**src/rtl/rnm_pkg.sv**
```systemverilog
package rnm_pkg;

  typedef enum logic [1:0] {
    HOP_NONE   = 2'd0,
    HOP_PUSH   = 2'd1,
    HOP_UNDO   = 2'd2,
    HOP_RETIRE = 2'd3
  } hop_e;

  function automatic int unsigned idx_w(input int unsigned n);
    return (n > 1) ? $clog2(n) : 1;
  endfunction

endpackage

```
**src/rtl/rnm_freelist.sv**
```systemverilog
module rnm_freelist #(
  parameter int unsigned PHYS_REGS = 16,
  parameter int unsigned ARCH_REGS = 8,
  parameter int unsigned PW        = 4,
  localparam int unsigned DEPTH    = PHYS_REGS - ARCH_REGS,
  localparam int unsigned IW       = rnm_pkg::idx_w(DEPTH),
  localparam int unsigned CW       = $clog2(DEPTH + 1)
) (
  input  logic          clk,
  input  logic          rst_n,
  input  logic          pop,
  input  logic          push,
  input  logic [PW-1:0] push_phys,
  output logic [PW-1:0] head_phys,
  output logic [CW-1:0] cnt
);

  logic [PW-1:0] mem_q [DEPTH];
  logic [IW-1:0] head_q, head_d, tail_q, tail_d;
  logic [CW-1:0] cnt_q, cnt_d;

  function automatic logic [IW-1:0] wrap_inc(input logic [IW-1:0] p);
    return (p == IW'(DEPTH - 1)) ? '0 : p + 1'b1;
  endfunction

  always_comb begin
    head_d = head_q;
    tail_d = tail_q;
    cnt_d  = cnt_q;
    if (pop) begin
      head_d = wrap_inc(head_q);
      cnt_d  = cnt_d - 1'b1;
    end
    if (push) begin
      tail_d = wrap_inc(tail_q);
      cnt_d  = cnt_d + 1'b1;
    end
  end

  always_ff @(posedge clk or negedge rst_n) begin
    if (!rst_n) begin
      head_q <= '0;
      tail_q <= '0;
      cnt_q  <= CW'(DEPTH);
    end else begin
      head_q <= head_d;
      tail_q <= tail_d;
      cnt_q  <= cnt_d;
    end
  end

  always_ff @(posedge clk or negedge rst_n) begin
    if (!rst_n) begin
      for (int i = 0; i < DEPTH; i++) mem_q[i] <= PW'(ARCH_REGS + i);
    end else if (push) begin
      mem_q[tail_q] <= push_phys;
    end
  end

  assign head_phys = mem_q[head_q];
  assign cnt       = cnt_q;

endmodule

```
**src/rtl/rnm_history.sv**
```systemverilog
module rnm_history
  import rnm_pkg::*;
#(
  parameter int unsigned DEPTH = 12,
  parameter int unsigned SEQ_W = 8,
  parameter int unsigned AW    = 3,
  parameter int unsigned PW    = 4,
  localparam int unsigned IW   = idx_w(DEPTH),
  localparam int unsigned CW   = $clog2(DEPTH + 1),
  localparam int unsigned EW   = idx_w(2 * DEPTH)
) (
  input  logic             clk,
  input  logic             rst_n,
  input  hop_e             op,
  input  logic [SEQ_W-1:0] in_seq,
  input  logic [AW-1:0]    in_arch,
  input  logic [PW-1:0]    in_new,
  input  logic [PW-1:0]    in_prev,
  output logic [SEQ_W-1:0] old_seq,
  output logic [PW-1:0]    old_new,
  output logic [PW-1:0]    old_prev,
  output logic [SEQ_W-1:0] yng_seq,
  output logic [AW-1:0]    yng_arch,
  output logic [PW-1:0]    yng_new,
  output logic [PW-1:0]    yng_prev,
  output logic [CW-1:0]    cnt
);

  logic [SEQ_W-1:0] seq_q  [DEPTH];
  logic [AW-1:0]    arch_q [DEPTH];
  logic [PW-1:0]    new_q  [DEPTH];
  logic [PW-1:0]    prev_q [DEPTH];

  logic [IW-1:0] head_q, head_d;
  logic [CW-1:0] cnt_q, cnt_d;
  logic [EW-1:0] push_sum, yng_sum;
  logic [IW-1:0] push_idx, yng_idx;

  always_comb begin
    push_sum = EW'(head_q) + EW'(cnt_q);
    yng_sum  = push_sum - 1'b1;
    push_idx = (push_sum >= EW'(DEPTH)) ? IW'(push_sum - EW'(DEPTH)) : IW'(push_sum);
    yng_idx  = (yng_sum  >= EW'(DEPTH)) ? IW'(yng_sum  - EW'(DEPTH)) : IW'(yng_sum);
  end

  always_comb begin
    head_d = head_q;
    cnt_d  = cnt_q;
    unique case (op)
      HOP_PUSH:   cnt_d = cnt_q + 1'b1;
      HOP_UNDO:   cnt_d = cnt_q - 1'b1;
      HOP_RETIRE: begin
        cnt_d  = cnt_q - 1'b1;
        head_d = (head_q == IW'(DEPTH - 1)) ? '0 : head_q + 1'b1;
      end
      default: ;
    endcase
  end

  always_ff @(posedge clk or negedge rst_n) begin
    if (!rst_n) begin
      head_q <= '0;
      cnt_q  <= '0;
    end else begin
      head_q <= head_d;
      cnt_q  <= cnt_d;
    end
  end

  always_ff @(posedge clk) begin
    if (op == HOP_PUSH) begin
      seq_q[push_idx]  <= in_seq;
      arch_q[push_idx] <= in_arch;
      new_q[push_idx]  <= in_new;
      prev_q[push_idx] <= in_prev;
    end
  end

  assign old_seq  = seq_q[head_q];
  assign old_new  = new_q[head_q];
  assign old_prev = prev_q[head_q];
  assign yng_seq  = seq_q[yng_idx];
  assign yng_arch = arch_q[yng_idx];
  assign yng_new  = new_q[yng_idx];
  assign yng_prev = prev_q[yng_idx];
  assign cnt      = cnt_q;

endmodule

```
**src/rtl/rnm_maptable.sv**
```systemverilog
module rnm_maptable #(
  parameter int unsigned ARCH_REGS = 8,
  parameter int unsigned PHYS_REGS = 16,
  parameter int unsigned NUM_SRC   = 2,
  parameter bit          ZERO_REG  = 1'b1,
  parameter int unsigned AW        = 3,
  parameter int unsigned PW        = 4
) (
  input  logic                  clk,
  input  logic                  rst_n,
  input  logic [NUM_SRC*AW-1:0] src_arch,
  output logic [NUM_SRC*PW-1:0] src_phys,
  output logic [NUM_SRC-1:0]    src_rdy,
  input  logic [AW-1:0]         rd_arch,
  output logic [PW-1:0]         rd_phys,
  input  logic                  map_we,
  input  logic [AW-1:0]         map_arch,
  input  logic [PW-1:0]         map_phys,
  input  logic                  clr_en,
  input  logic [PW-1:0]         clr_phys,
  input  logic                  set_en,
  input  logic [PW-1:0]         set_phys
);

  logic [PW-1:0]        map_q [ARCH_REGS];
  logic [PHYS_REGS-1:0] rdy_q, rdy_d;
  logic                 wr_ok;

  generate
    if (ZERO_REG) begin : g_zero
      assign wr_ok = map_we && (map_arch != '0);
    end else begin : g_nozero
      assign wr_ok = map_we;
    end
  endgenerate

  function automatic logic [PW-1:0] lookup(input logic [AW-1:0] a, input logic [PW-1:0] m);
    return (ZERO_REG && a == '0) ? '0 : m;
  endfunction

  always_comb begin
    rdy_d = rdy_q;
    if (set_en) rdy_d[set_phys] = 1'b1;
    if (clr_en) rdy_d[clr_phys] = 1'b0;
  end

  always_ff @(posedge clk or negedge rst_n) begin
    if (!rst_n) rdy_q <= '1;
    else        rdy_q <= rdy_d;
  end

  always_ff @(posedge clk or negedge rst_n) begin
    if (!rst_n) begin
      for (int i = 0; i < ARCH_REGS; i++) map_q[i] <= PW'(i);
    end else if (wr_ok) begin
      map_q[map_arch] <= map_phys;
    end
  end

  generate
    for (genvar k = 0; k < NUM_SRC; k++) begin : g_lane
      logic [AW-1:0] a;
      logic [PW-1:0] p;
      assign a = src_arch[k*AW +: AW];
      assign p = lookup(a, map_q[a]);
      assign src_phys[k*PW +: PW] = p;
      assign src_rdy[k] = rdy_q[p];
    end
  endgenerate

  assign rd_phys = lookup(rd_arch, map_q[rd_arch]);

endmodule

```
**src/rtl/rename_map_hist.sv**
```systemverilog
module rename_map_hist
  import rnm_pkg::*;
#(
  parameter int unsigned ARCH_REGS  = 8,
  parameter int unsigned PHYS_REGS  = 16,
  parameter int unsigned HIST_DEPTH = 12,
  parameter int unsigned NUM_SRC    = 2,
  parameter int unsigned SEQ_W      = 8,
  parameter bit          ZERO_REG   = 1'b1,
  localparam int unsigned AW        = idx_w(ARCH_REGS),
  localparam int unsigned PW        = idx_w(PHYS_REGS),
  localparam int unsigned FL_DEPTH  = PHYS_REGS - ARCH_REGS,
  localparam int unsigned FCW       = $clog2(FL_DEPTH + 1),
  localparam int unsigned HCW       = $clog2(HIST_DEPTH + 1)
) (
  input  logic                  clk,
  input  logic                  rst_n,
  input  logic [NUM_SRC*AW-1:0] src_arch,
  output logic [NUM_SRC*PW-1:0] src_phys,
  output logic [NUM_SRC-1:0]    src_rdy,
  input  logic                  ren_valid,
  input  logic [AW-1:0]         ren_arch,
  input  logic [SEQ_W-1:0]      ren_seq,
  output logic                  ren_ready,
  output logic [PW-1:0]         ren_phys,
  output logic [PW-1:0]         ren_prev,
  input  logic                  wb_valid,
  input  logic [PW-1:0]         wb_phys,
  input  logic                  cmt_valid,
  input  logic [SEQ_W-1:0]      cmt_seq,
  input  logic                  sq_valid,
  input  logic [SEQ_W-1:0]      sq_seq
);

  // walk control state
  logic             sq_act_q, sq_act_d;
  logic [SEQ_W-1:0] sq_tgt_q, sq_tgt_d;
  logic             cmt_act_q, cmt_act_d;
  logic [SEQ_W-1:0] cmt_tgt_q, cmt_tgt_d;

  // history outputs
  logic [SEQ_W-1:0] old_seq, yng_seq;
  logic [PW-1:0]    old_new, old_prev, yng_new, yng_prev;
  logic [AW-1:0]    yng_arch;
  logic [HCW-1:0]   hist_cnt;
  hop_e             hop;

  // free list
  logic [PW-1:0]  fl_head;
  logic [FCW-1:0] free_cnt;
  logic           fl_pop, fl_push;
  logic [PW-1:0]  fl_push_phys;

  // map write
  logic          map_we;
  logic [AW-1:0] map_arch;
  logic [PW-1:0] map_phys;

  logic zero_dst, hist_full, fire, undo, retire, undo_frees, retire_frees;

  assign zero_dst  = ZERO_REG && (ren_arch == '0);
  assign hist_full = (hist_cnt == HCW'(HIST_DEPTH));

  assign ren_ready = !sq_valid && !sq_act_q && !cmt_valid && !cmt_act_q &&
                     !hist_full && (zero_dst || free_cnt != '0);
  assign fire      = ren_valid && ren_ready;

  assign undo   = sq_act_q && (hist_cnt != '0) && (yng_seq > sq_tgt_q);
  assign retire = !sq_act_q && cmt_act_q && (hist_cnt != '0) && (old_seq <= cmt_tgt_q);

  assign undo_frees   = undo   && (yng_new != yng_prev);
  assign retire_frees = retire && (old_new != old_prev);

  always_comb begin
    sq_act_d  = sq_act_q;
    sq_tgt_d  = sq_tgt_q;
    cmt_act_d = cmt_act_q;
    cmt_tgt_d = cmt_tgt_q;
    if (sq_valid) begin
      sq_act_d = 1'b1;
      sq_tgt_d = sq_seq;
    end else if (sq_act_q && !undo) begin
      sq_act_d = 1'b0;
    end
    if (cmt_valid) begin
      cmt_act_d = 1'b1;
      cmt_tgt_d = cmt_seq;
    end else if (cmt_act_q && !sq_act_q && !retire) begin
      cmt_act_d = 1'b0;
    end
  end

  always_ff @(posedge clk or negedge rst_n) begin
    if (!rst_n) begin
      sq_act_q  <= 1'b0;
      sq_tgt_q  <= '0;
      cmt_act_q <= 1'b0;
      cmt_tgt_q <= '0;
    end else begin
      sq_act_q  <= sq_act_d;
      sq_tgt_q  <= sq_tgt_d;
      cmt_act_q <= cmt_act_d;
      cmt_tgt_q <= cmt_tgt_d;
    end
  end

  always_comb begin
    hop          = HOP_NONE;
    fl_push      = 1'b0;
    fl_push_phys = '0;
    map_we       = 1'b0;
    map_arch     = ren_arch;
    map_phys     = fl_head;
    if (undo) begin
      hop          = HOP_UNDO;
      fl_push      = undo_frees;
      fl_push_phys = yng_new;
      map_we       = undo_frees;
      map_arch     = yng_arch;
      map_phys     = yng_prev;
    end else if (retire) begin
      hop          = HOP_RETIRE;
      fl_push      = retire_frees;
      fl_push_phys = old_prev;
    end else if (fire) begin
      hop    = HOP_PUSH;
      map_we = !zero_dst;
    end
  end

  assign fl_pop   = fire && !zero_dst;
  assign ren_phys = zero_dst ? '0 : fl_head;

  rnm_freelist #(
    .PHYS_REGS(PHYS_REGS), .ARCH_REGS(ARCH_REGS), .PW(PW)
  ) u_free (
    .clk(clk), .rst_n(rst_n), .pop(fl_pop), .push(fl_push),
    .push_phys(fl_push_phys), .head_phys(fl_head), .cnt(free_cnt)
  );

  rnm_history #(
    .DEPTH(HIST_DEPTH), .SEQ_W(SEQ_W), .AW(AW), .PW(PW)
  ) u_hist (
    .clk(clk), .rst_n(rst_n), .op(hop),
    .in_seq(ren_seq), .in_arch(ren_arch), .in_new(ren_phys), .in_prev(ren_prev),
    .old_seq(old_seq), .old_new(old_new), .old_prev(old_prev),
    .yng_seq(yng_seq), .yng_arch(yng_arch), .yng_new(yng_new), .yng_prev(yng_prev),
    .cnt(hist_cnt)
  );

  rnm_maptable #(
    .ARCH_REGS(ARCH_REGS), .PHYS_REGS(PHYS_REGS), .NUM_SRC(NUM_SRC),
    .ZERO_REG(ZERO_REG), .AW(AW), .PW(PW)
  ) u_map (
    .clk(clk), .rst_n(rst_n),
    .src_arch(src_arch), .src_phys(src_phys), .src_rdy(src_rdy),
    .rd_arch(ren_arch), .rd_phys(ren_prev),
    .map_we(map_we), .map_arch(map_arch), .map_phys(map_phys),
    .clr_en(fl_pop), .clr_phys(fl_head),
    .set_en(wb_valid), .set_phys(wb_phys)
  );

endmodule

```
**config.mk**
```make
export PLATFORM = sky130hd
export DESIGN_NAME = rename_map_hist
export DESIGN_NICKNAME = d
export VERILOG_FILES = /design/src/rtl/rnm_pkg.sv /design/src/rtl/rnm_freelist.sv /design/src/rtl/rnm_history.sv /design/src/rtl/rnm_maptable.sv /design/src/rtl/rename_map_hist.sv
export SDC_FILE = /design/constraint.sdc
export NUM_CORES = 1
export LEC_CHECK = 0
export ABC_CLOCK_PERIOD_IN_PS = 13500
export BUFFER_PORTS_ARGS = -buffer_cell sky130_fd_sc_hd__buf_4
export CAP_MARGIN = 20
export CORE_MARGIN = 1
export CORE_UTILIZATION = 50
export CTS_BUF_LIST = sky130_fd_sc_hd__clkbuf_16
export CTS_CLUSTER_SIZE = 28
export DETAILED_ROUTE_END_ITERATION = 7
export PLACE_DENSITY_LB_ADDON = 0.05
export SKIP_CTS_REPAIR_TIMING = 1
export SLEW_MARGIN = 15
export SYNTH_ARGS = -nofsm -noshare
export SYNTH_HDL_FRONTEND = slang
export SYNTH_HIERARCHICAL = 1
export SYNTH_SLANG_ARGS = --single-unit
export TNS_END_PERCENT = 1
```
**constraint.sdc**
```tcl
create_clock -name clk -period 13.5 [get_ports clk]
set_clock_uncertainty 0.1 [all_clocks]
set_input_delay 1.35 -clock clk [delete_from_list [all_inputs] [get_ports clk]]
set_output_delay 1.35 -clock clk [all_outputs]
set_load 0.02 [all_outputs]
```
==> metrics <==
outcome=finished, final reports clean; max-capacitance violation count=0; drt first-iter violations=766; Reg-to-Reg Start=u_hist/head_q[0]$_DFFE_PN0P_; share of layout cells above drive strength 1=35.9%; starting density of the core=50.9%; Synth area leader=edfxtp_1; RSZ-0062 raised after global routing=no; pin count of the biggest net entering global routing=70; maximum clock path buffer count=3; top cells by instance count after synthesis=edfxtp_1, mux4_2, nand2_1, mux2_2, dfrtp_1; clock sinks=343; post-synthesis sequential area ratio=55.7%; CTS tree=built; R2R Setup Slk=5790 ps; dpl hpwl=27.3 mm; syn nets=1227; Worst-Margin Slew=903 ps; Hold Vio Cnt, Final=0; Core Area=34500 um2; Tcrit/Tclk final=57.1%; critical path start-end classification=register to register; Hold Crit Class=register to register; Final GP Congestion=0.837; Crit. End Element=register; Final setup viols=0; synth top area cells=edfxtp_1, mux4_2, dfrtp_1; synthesized cell area=17600 um2; Metal-1 WL=18.4 mm; Nets=1297; # DRC=0; antenna violations before repair=0; port bufs=61; post-synthesis register bit count=343; Die Y=189 um; Distinct cells, synth=79; post-route ant nets=0; DIE WIDTH=189 um; clock slew at reported path FFs=60 ps; Post-Route WL=41.7 mm; crit-path max cell delay=740 ps; vias in the first global route=10700; Slew Viols, Final=0; Synth warnings=6; vias per inst=6.10; Final min period=7710 ps; GR Util All Layers=24.1%; Max Fclk=130 MHz; async set-reset flop share out of synthesis=33.5%; top routing layer in use=met4; total negative slack=0 ps; met3 WL=2.08 mm; Yosys top cell area share=39.0%; site row count=68; CP startpoint=u_hist/head_q[0]$_DFFE_PN0P_; Die ar.=35900 um2; Syn-to-layout area delta=12.3%; Pre-antenna DRT Iters=5; grt total ovfl=0; Max FO, Critical Path=53; CTS buffer count=39; routed vias=10400; latest clock arrival within the worst-skew pair=530 ps; prevailing post-synth register cell=edfxtp_1; Gate Count Post-Synth=1144; slowest CP cell=o32a_2; antenna diode count=0; relative slew slack=38.9%; Syn Area/Cell=15.4 um2; critical-path cell list=buf_4 -> ha_4 -> fa_1 -> inv_1 -> ha_1 -> inv_1 -> xnor2_1 -> inv_1 -> ha_1 -> a221oi_1 -> o32a_2 -> mux2i_1 -> o21ai_0 -> ha_1 -> nand4_1 -> o211a_1 -> o31a_1 -> or2_1 -> nor2b_1 -> nand2_1 -> nor2_2 -> buf_4; crit start category=register; Hold Crit Start=u_map/map_q[29]$_DFFE_PN0P_; Met2 Wirelength=20.4 mm; most numerous cell in the Yosys netlist=edfxtp_1; H-tree levels=2; I/O Pins=62; endpoint arrival time on the critical path=7830 ps; number of flops mapped to enable cells by yosys=228; routed length per instance=24.5 um; clock root buffer=clkbuf_16; first-pass GRT wire length=64.8 mm; Critical Path RT=13620 ps
[routing by layer]
layer,vias up,global-route usage (%)
met5,-,0
met4,0,6.05
met3,56,3.08
met2,286,39.3
met1,5367,34.4
li1,4667,-
[stage by stage]
stage                     setup slack, ps  instances  utilization, %  cell area, um2  hold WS (ps)
after CTS                            5710       1700            57.1           19700           296
after floorplan                      7180       1144               -           17600           341
after detailed placement             5760       1628            53.6           18500           283
after global placement               5920       1627            53.6           18500           280
after global routing                 5370       1700            57.1           19700           308
final                                5790       1700            57.1           19700           292
[worst max-delay path: cells and delay by family (launching register included)]
kind / cells / cell delay (ps)
compound gates: 5 / 1720
xor+xnor: 1 / 230
fa+ha+maj: 5 / 1520
mux: 1 / 300
buf+inv: 5 / 1340
simple gates: 5 / 1820
flops: 1 / 340
[worst paths after layout]
| kind | to | depth (start not counted) |
|---|---|---|
| min reg2reg | u_map/map_q[29]$_DFFE_PN0P_ | 0 |
| max | u_hist/new_q[5][0]$_DFFE_PP_ | 22 |
| min in group asynchronous | u_free/cnt[2]$_DFF_PN0_ | 1 |
| min | u_map/map_q[29]$_DFFE_PN0P_ | 0 |
| max reg2reg | u_hist/new_q[5][0]$_DFFE_PP_ | 22 |
| max in group asynchronous | u_map/map_q[25]$_DFFE_PN0P_ | 2 |
[area by class of cell]
class                      count  area (um2)
fill                        2804       14800
sequential                   343        9790
multi-input combinational    701        7340
clock buffer                  40        1000
timing repair buffer          89         672
tap                          455         569
clock inverter                32         203
inverter                      40         150
[registers in the layout (all words and copies together), names as in the netlist]
name,count
cmt_act_q,1
u_hist/prev_q,48
u_free/cnt,4
u_hist/arch_q,36
u_free/head_q,3
u_hist/seq_q,96
u_hist/cnt,4
u_map/map_q,31
u_hist/new_q,48
sq_tgt_q,8
u_hist/head_q,4
u_free/tail_q,3
u_free/mem_q,32
cmt_tgt_q,8
u_map/rdy_q,16
sq_act_q,1
[cell families (layout without fill, tap and decap cells)]
| group | Yosys count | after routing | share of synthesized area, % |
|---|---|---|---|
| compound gates | 185 | 185 | 7.24 |
| flops | 343 | 343 | 55.7 |
| buf+inv | 100 | 201 | 2.81 |
| simple gates | 191 | 191 | 5.48 |
| xor+xnor | 21 | 21 | 1.18 |
| fa+ha+maj | 40 | 40 | 2.93 |
| mux | 264 | 264 | 24.7 |
[cell usage in the layout (no fill, tap or decap), types with 17 or more instances in the layout]
cell type  synthesis  final
mux2i_1           53     53
inv_1             38     45
mux4_2           125    125
clkbuf_16          0     40
a21oi_1           40     40
nor2b_1           17     17
dfstp_2           49     49
edfxtp_1         228    228
dfrtp_1           66     63
nor2_1            36     24
nand2_1           79     79
ha_1              38     36
buf_4              2     88
mux2_2            75     75
o21ai_0           54     54
Power is left out: the tool's default activity adds up to more than one toggle a clock period on the data nets, which glitch-free logic cannot reach.
